File: src/rtl/sp_alu_pkg.sv
package sp_alu_pkg;
  typedef enum logic [1:0] {
    ACT_NONE = 2'd0,
    ACT_POP  = 2'd1,
    ACT_PUSH = 2'd2,
    ACT_BOTH = 2'd3
  } act_e;

  typedef enum logic [2:0] {
    BIN_ADD  = 3'd0,
    BIN_ADC  = 3'd1,
    BIN_SUB  = 3'd2,
    BIN_SSUB = 3'd3,
    BIN_AND  = 3'd4,
    BIN_OR   = 3'd5,
    BIN_XOR  = 3'd6,
    BIN_PASS = 3'd7
  } bin_e;

  typedef enum logic [2:0] {
    UN_NOT  = 3'd0,
    UN_SL   = 3'd1,
    UN_ASR  = 3'd2,
    UN_LSR  = 3'd3,
    UN_ROR  = 3'd4,
    UN_ROL  = 3'd5,
    UN_ZEQU = 3'd6,
    UN_CC   = 3'd7
  } un_e;
endpackage

File: src/rtl/sp_alu_bin.sv
module sp_alu_bin
  import sp_alu_pkg::*;
#(
  parameter int WIDTH = 16
) (
  input  logic [2:0]       op_i,
  input  logic [WIDTH-1:0] nos_i,
  input  logic [WIDTH-1:0] tos_i,
  input  logic             carry_i,
  output logic [WIDTH-1:0] res_o,
  output logic             carry_o,
  output logic             ovfl_o
);
  localparam int MSB = WIDTH - 1;

  logic [WIDTH-1:0] opa, opb;
  logic             cin, arith;
  logic [WIDTH:0]   sum;

  // one adder: subtraction as a + ~b + 1
  always_comb begin
    opa   = nos_i;
    opb   = tos_i;
    cin   = 1'b0;
    arith = 1'b1;
    unique case (bin_e'(op_i))
      BIN_ADD:  ;
      BIN_ADC:  cin = carry_i;
      BIN_SUB:  begin opb = ~tos_i; cin = 1'b1; end
      BIN_SSUB: begin opa = tos_i; opb = ~nos_i; cin = 1'b1; end
      default:  arith = 1'b0;
    endcase
  end

  assign sum = {1'b0, opa} + {1'b0, opb} + {{WIDTH{1'b0}}, cin};

  always_comb begin
    unique case (bin_e'(op_i))
      BIN_AND:  res_o = nos_i & tos_i;
      BIN_OR:   res_o = nos_i | tos_i;
      BIN_XOR:  res_o = nos_i ^ tos_i;
      BIN_PASS: res_o = nos_i;
      default:  res_o = sum[MSB:0];
    endcase
    carry_o = arith ? sum[WIDTH] : carry_i;
    ovfl_o  = arith & (opa[MSB] == opb[MSB]) & (sum[MSB] != opa[MSB]);
  end
endmodule

File: src/rtl/sp_alu_una.sv
module sp_alu_una
  import sp_alu_pkg::*;
#(
  parameter int WIDTH = 16
) (
  input  logic [2:0]       op_i,
  input  logic [WIDTH-1:0] tos_i,
  input  logic             carry_i,
  output logic [WIDTH-1:0] res_o,
  output logic             carry_o
);
  localparam int MSB = WIDTH - 1;

  always_comb begin
    res_o   = tos_i;
    carry_o = carry_i;
    unique case (un_e'(op_i))
      UN_NOT:  res_o = ~tos_i;
      UN_SL:   begin res_o = {tos_i[MSB-1:0], 1'b0};     carry_o = tos_i[MSB]; end
      UN_ASR:  begin res_o = {tos_i[MSB], tos_i[MSB:1]}; carry_o = tos_i[0];   end
      UN_LSR:  begin res_o = {1'b0, tos_i[MSB:1]};       carry_o = tos_i[0];   end
      UN_ROR:  begin res_o = {carry_i, tos_i[MSB:1]};    carry_o = tos_i[0];   end
      UN_ROL:  begin res_o = {tos_i[MSB-1:0], carry_i};  carry_o = tos_i[MSB]; end
      UN_ZEQU: res_o = {WIDTH{tos_i == '0}};
      UN_CC:   carry_o = ~carry_i;
    endcase
  end
endmodule

File: src/rtl/sp_alu.sv
module sp_alu
  import sp_alu_pkg::*;
#(
  parameter int WIDTH = 16
) (
  input  logic             clk_i,
  input  logic             rst_ni,
  input  logic             valid_i,
  input  logic [2:0]       op_i,
  input  logic [1:0]       act_i,
  input  logic [WIDTH-1:0] tos_i,
  input  logic [WIDTH-1:0] nos_i,
  input  logic [WIDTH-1:0] below_i,
  input  logic             carry_i,
  output logic [WIDTH-1:0] tos_o,
  output logic [WIDTH-1:0] nos_o,
  output logic             carry_o,
  output logic             ovfl_o,
  output logic             push_o,
  output logic             pop_o,
  output logic [WIDTH-1:0] push_data_o
);
  logic [WIDTH-1:0] bin_res, un_res;
  logic             bin_c, bin_v, un_c;
  logic [WIDTH-1:0] tos_d, nos_d;
  logic             c_d, v_d;

  sp_alu_bin #(.WIDTH(WIDTH)) u_bin (
    .op_i, .nos_i, .tos_i, .carry_i,
    .res_o(bin_res), .carry_o(bin_c), .ovfl_o(bin_v)
  );

  sp_alu_una #(.WIDTH(WIDTH)) u_una (
    .op_i, .tos_i, .carry_i,
    .res_o(un_res), .carry_o(un_c)
  );

  always_comb begin
    unique case (act_e'(act_i))
      ACT_NONE: begin tos_d = nos_i;   nos_d = tos_i;   c_d = carry_i; v_d = 1'b0;  end
      ACT_POP:  begin tos_d = bin_res; nos_d = below_i; c_d = bin_c;   v_d = bin_v; end
      ACT_PUSH: begin tos_d = bin_res; nos_d = tos_i;   c_d = bin_c;   v_d = bin_v; end
      default:  begin tos_d = un_res;  nos_d = nos_i;   c_d = un_c;    v_d = 1'b0;  end
    endcase
  end

  always_ff @(posedge clk_i or negedge rst_ni) begin
    if (!rst_ni) begin
      tos_o       <= '0;
      nos_o       <= '0;
      carry_o     <= 1'b0;
      ovfl_o      <= 1'b0;
      push_o      <= 1'b0;
      pop_o       <= 1'b0;
      push_data_o <= '0;
    end else begin
      push_o <= valid_i && act_i == ACT_PUSH;
      pop_o  <= valid_i && act_i == ACT_POP;
      if (valid_i) begin
        tos_o   <= tos_d;
        nos_o   <= nos_d;
        carry_o <= c_d;
        ovfl_o  <= v_d;
        if (act_i == ACT_PUSH) push_data_o <= nos_i;
      end
    end
  end

  AST_POP_REFILL: assert property (@(posedge clk_i) disable iff (!rst_ni)
    valid_i && act_i == ACT_POP |=> pop_o && nos_o == $past(below_i));
  AST_PUSH_SPILL: assert property (@(posedge clk_i) disable iff (!rst_ni)
    valid_i && act_i == ACT_PUSH |=> push_o && nos_o == $past(tos_i) && push_data_o == $past(nos_i));
  AST_ONE_REQUEST: assert property (@(posedge clk_i) disable iff (!rst_ni)
    !(push_o && pop_o));
  AST_IDLE_HOLD: assert property (@(posedge clk_i) disable iff (!rst_ni)
    !valid_i |=> $stable(tos_o) && $stable(nos_o) && $stable(carry_o) && !push_o && !pop_o);
  AST_LOGIC_CARRY: assert property (@(posedge clk_i) disable iff (!rst_ni)
    valid_i && (act_i == ACT_POP || act_i == ACT_PUSH) && op_i[2] |=> carry_o == $past(carry_i) && !ovfl_o);
  AST_SWAP: assert property (@(posedge clk_i) disable iff (!rst_ni)
    valid_i && act_i == ACT_NONE |=> tos_o == $past(nos_i) && nos_o == $past(tos_i));
  AST_UNARY_NOS: assert property (@(posedge clk_i) disable iff (!rst_ni)
    valid_i && act_i == ACT_BOTH |=> nos_o == $past(nos_i) && !ovfl_o);
endmodule

File: config.mk
export PLATFORM = sky130hd
export DESIGN_NAME = sp_alu
export DESIGN_NICKNAME = d
export VERILOG_FILES = /design/src/rtl/sp_alu_pkg.sv /design/src/rtl/sp_alu_bin.sv /design/src/rtl/sp_alu_una.sv /design/src/rtl/sp_alu.sv
export SDC_FILE = /design/constraint.sdc
export NUM_CORES = 1
export LEC_CHECK = 0
export CAP_MARGIN = 20
export CORE_MARGIN = 5
export CORE_UTILIZATION = 60
export CTS_CLUSTER_SIZE = 20
export DETAILED_ROUTE_END_ITERATION = 12
export DONT_BUFFER_PORTS = 1
export GPL_TIMING_DRIVEN = 0
export HOLD_SLACK_MARGIN = 0.12
export PLACE_DENSITY = 0.85
export SYNTH_ARGS = -nofsm -noshare
export SYNTH_HDL_FRONTEND = slang
export SYNTH_SLANG_ARGS = --single-unit
File: constraint.sdc
create_clock -name clk_i -period 2.9 [get_ports clk_i]
set_clock_uncertainty 0.15 [all_clocks]
set_input_delay 0.58 -clock clk_i [delete_from_list [all_inputs] [get_ports clk_i]]
set_output_delay 0.58 -clock clk_i [all_outputs]
set_load 0.03 [all_outputs]
==> results.toml <==
[clocking]
cts_tree = "yes"
clk_pin_slew_ns = 0.10
clockRootBuffer = "clkbuf_8"
cts_sinks = 52
clock_latency_ns = 0.32
cts_buffers = 5
htree_levels = 2
clockBufferDepth = 2

[status]
status = "finished with violations"
violations = "setup timing"

[run]
drv_cap = 0

[drt]
via_per_inst = 7.273
drtAntennaViolNets = 0
vias = 6138
routed_wl_mm = 22.14
drt_iter0_drc = 847
drtPass1Iterations = 6
drc = 0
post_drt_wl_per_cell_um = 26.24

[floorplan]
core_area_um2 = 9153
die-area_um2 = 11300
fp.dieW_um = 106.3
start_util = 0.6079
io-pin-count = 109
rows = 35
die_y_um = 106.3

[layout]
final_common_cell = "a21oi_1"
fillers = 713
n_antenna_cell = 0
fin_util = 0.7120
mostFrequentLayoutCells = "a21oi_1 (65), nand2_1 (64), o21ai_0 (61), inv_1 (55), dfrtp_1 (52)"
drive_above_1_share = 0.2005
nets = 842
area_growth_syn_to_layout_pct = 17.11

[placed_design]
hpwl_mm = 16.53
gp_congestion = 0.9915
numPortBuffers = 0

[sta]
rsz0062_at_grt = "true"
setup_viol = 7
maxSlewHeadroom = 0.5142
min_period_over_period = 1.031
hold_viol = 0
maxSlewViolCount = 0
tightest_slew_ns = 0.7287
post-route-min-period_ns = 2.989
max_freq_ghz = 0.3346
setup_ws_ns = -0.08870
finalSetupTns_ns = -0.3040

[global_route]
antenna_found_initial = 0
grt.overflow.total = 0
grt_pass1_vias = 5959
track_usage = 0.3824
grt_pass1_wl_mm = 33.59
grt_max_degree = 53

[power]
total_power_mw = 2.801
netSwitchingFraction = 0.4371
seq_power_share = 0.412
vdd_drop_max_mv = 0.2783
switchingPower_mw = 1.224
p_int_mw = 1.577
combinationalPowerShare = 0.391
power.density_nw_per_um2 = 429.9
power_leakage_nw = 2.828
pwr-share-clk = 0.196

[worst_setup_path]
worstPathRequired_ns = 2.96
reg2reg_depth = 3
cp_cell_sequence = "buf_12 -> buf_12 -> buf_12 -> a21oi_4 -> nor2_2 -> fa_2 -> inv_2 -> fa_2 -> nor2b_4 -> o31ai_4 -> nand2_2 -> a311oi_2 -> a21oi_2 -> a211o_1"
critPathTopFamily = "compound AO/OA/AOI/OAI gates"
worst_r2r_endpoint = "tos_o[13]"
crit_buf_inv = 4
crit_type = "in -> reg"
startpoint_type = "input port"
crit_path_max_incr_delay_ns = 0.37
r2r_start = "tos_o[13]"
crit_start = "op_i[0]"
crit_slowest_cell = "fa_2"
cp_max_fo = 12
end_kind = "register"
ff2ff_setup_slack_ns = 1.52
cp-endpoint = "tos_o[8]"
crit_path_frequent_cell = "buf_12"
path_depth = 14
arrival_ns = 3.05

[synthesis]
syn_nets = 810
async_reset_ff_frac = 1.000
yosysWarningCount = 0
ys_ff_latch = 52
syn_inst = 700
synthesis.area_um2 = 5564
synth_cell_types = 66
synth_flop_cell = "dfrtp_1"
yosysSeqAreaShare = 0.2339
synth_edf_count = 0
avgSynthCellArea_um2 = 7.949

[hold_path]
min_path_type = "in -> reg"
## layout make-up
| class | count | area, µm² | share of cell area |
|---|---|---|---|
| Multi-Input combinational cell | 532 | 4066 | 0.6240 |
| Sequential cell | 52 | 1301 | 0.1997 |
| Buffer | 55 | 425.4 | 0.06528 |
| Timing Repair Buffer | 27 | 231.5 | 0.03552 |
| Inverter | 59 | 231.5 | 0.03552 |
| Tap cell | 111 | 138.9 | 0.02131 |
| Clock buffer | 6 | 82.58 | 0.01267 |
| Clock inverter | 2 | 38.79 | 0.005952 |
## power groups by stage
stage	combinational [mW]	clock, mW	sequential (mW)
after global placement	0.876	0	1.17
final	1.10	0.550	1.15
after detailed placement	0.899	0	1.17
after floorplan	0.684	0	1.13
after CTS	0.992	0.546	1.15
after global routing	1.18	0.581	1.17
## per-stage QoR
stage / cells / setup slack, ns / cell area (µm²) / hold slack [ns]
after floorplan: 700 / -0.2056 / 5712 / 0.1344
final: 844 / -0.08870 / 6516 / 0.3159
after global placement: 811 / -0.7013 / 5851 / 0.1361
after detailed placement: 811 / -0.7665 / 5851 / 0.1362
after global routing: 844 / -0.1198 / 6516 / 0.3069
after CTS: 835 / -0.05092 / 6321 / 0.3003
## state kept, by name (all words and copies together), names as in the netlist
signal and flops:
nos_o 16, push_data_o 16, tos_o 16, carry_o 1, ovfl_o 1, pop_o 1
push_o 1
## Yosys cell counts, types with 14 or more instances
master,instances,area share
buf_2,16,0.014
inv_1,57,0.038
mux2_2,17,0.034
ha_1,51,0.11
o21ai_0,66,0.059
nand2_1,68,0.046
nor2_1,34,0.023
a21oi_1,73,0.066
nand3_1,14,0.013
dfrtp_1,52,0.23
a221oi_1,16,0.025
clkbuf_1,31,0.021
## kinds of logic (layout without fill, tap and decap cells)
logic type / after synthesis / in the layout / share of synthesized area
adder cells (fa/ha/maj): 53 / 53 / 0.1219
flip-flops: 52 / 52 / 0.2339
buffers and inverters: 116 / 149 / 0.08478
XOR/XNOR: 9 / 9 / 0.01417
multiplexers: 36 / 36 / 0.09332
AND/OR/NAND/NOR: 167 / 167 / 0.1378
AO/OA/AOI/OAI: 267 / 267 / 0.3141
## worst reg2reg max path: cells and delay by family (launching register included)
family | cells | cell delay [ns]
DFF | 1 | 0.54
AOI/OAI and AO/OA | 3 | 0.59
## metal layers
| metal | global-route usage | up-vias | share of wire |
|---|---|---|---|
| met5 | 0 | - | 0 |
| met4 | 0.1887 | 0 | 0.061 |
| met3 | 0.09532 | 101 | 0.12 |
| met2 | 0.6045 | 484 | 0.46 |
| met1 | 0.4867 | 2906 | 0.37 |
| li1 | - | 2647 | - |
## worst min-delay path by stage
stage	from	to	slack (ns)	depth (start not counted)
after global routing	nos_i[5]	tos_o[5]	0.31	2
after global placement	rst_ni	tos_o[11]	0.14	0
after detailed placement	rst_ni	tos_o[11]	0.14	0
after floorplan	rst_ni	carry_o	0.13	0
final	nos_i[5]	tos_o[5]	0.32	2
after CTS	nos_i[5]	tos_o[5]	0.30	2
## what timing repair did
| item | 4_1_cts | 5_1_grt |
|---|---|---|
| gates resized for setup | 46 | 31 |
| gates cloned | 1 | 0 |
| pin swaps | 15 | 23 |
| setup endpoints to repair | 12 | 12 |
| hold buffers | 2 | 0 |
| endpoints found under the hold margin | 52 | 0 |
| buffers inserted | 15 | 9 |
Note: power is estimated with default switching activity, not from simulation.
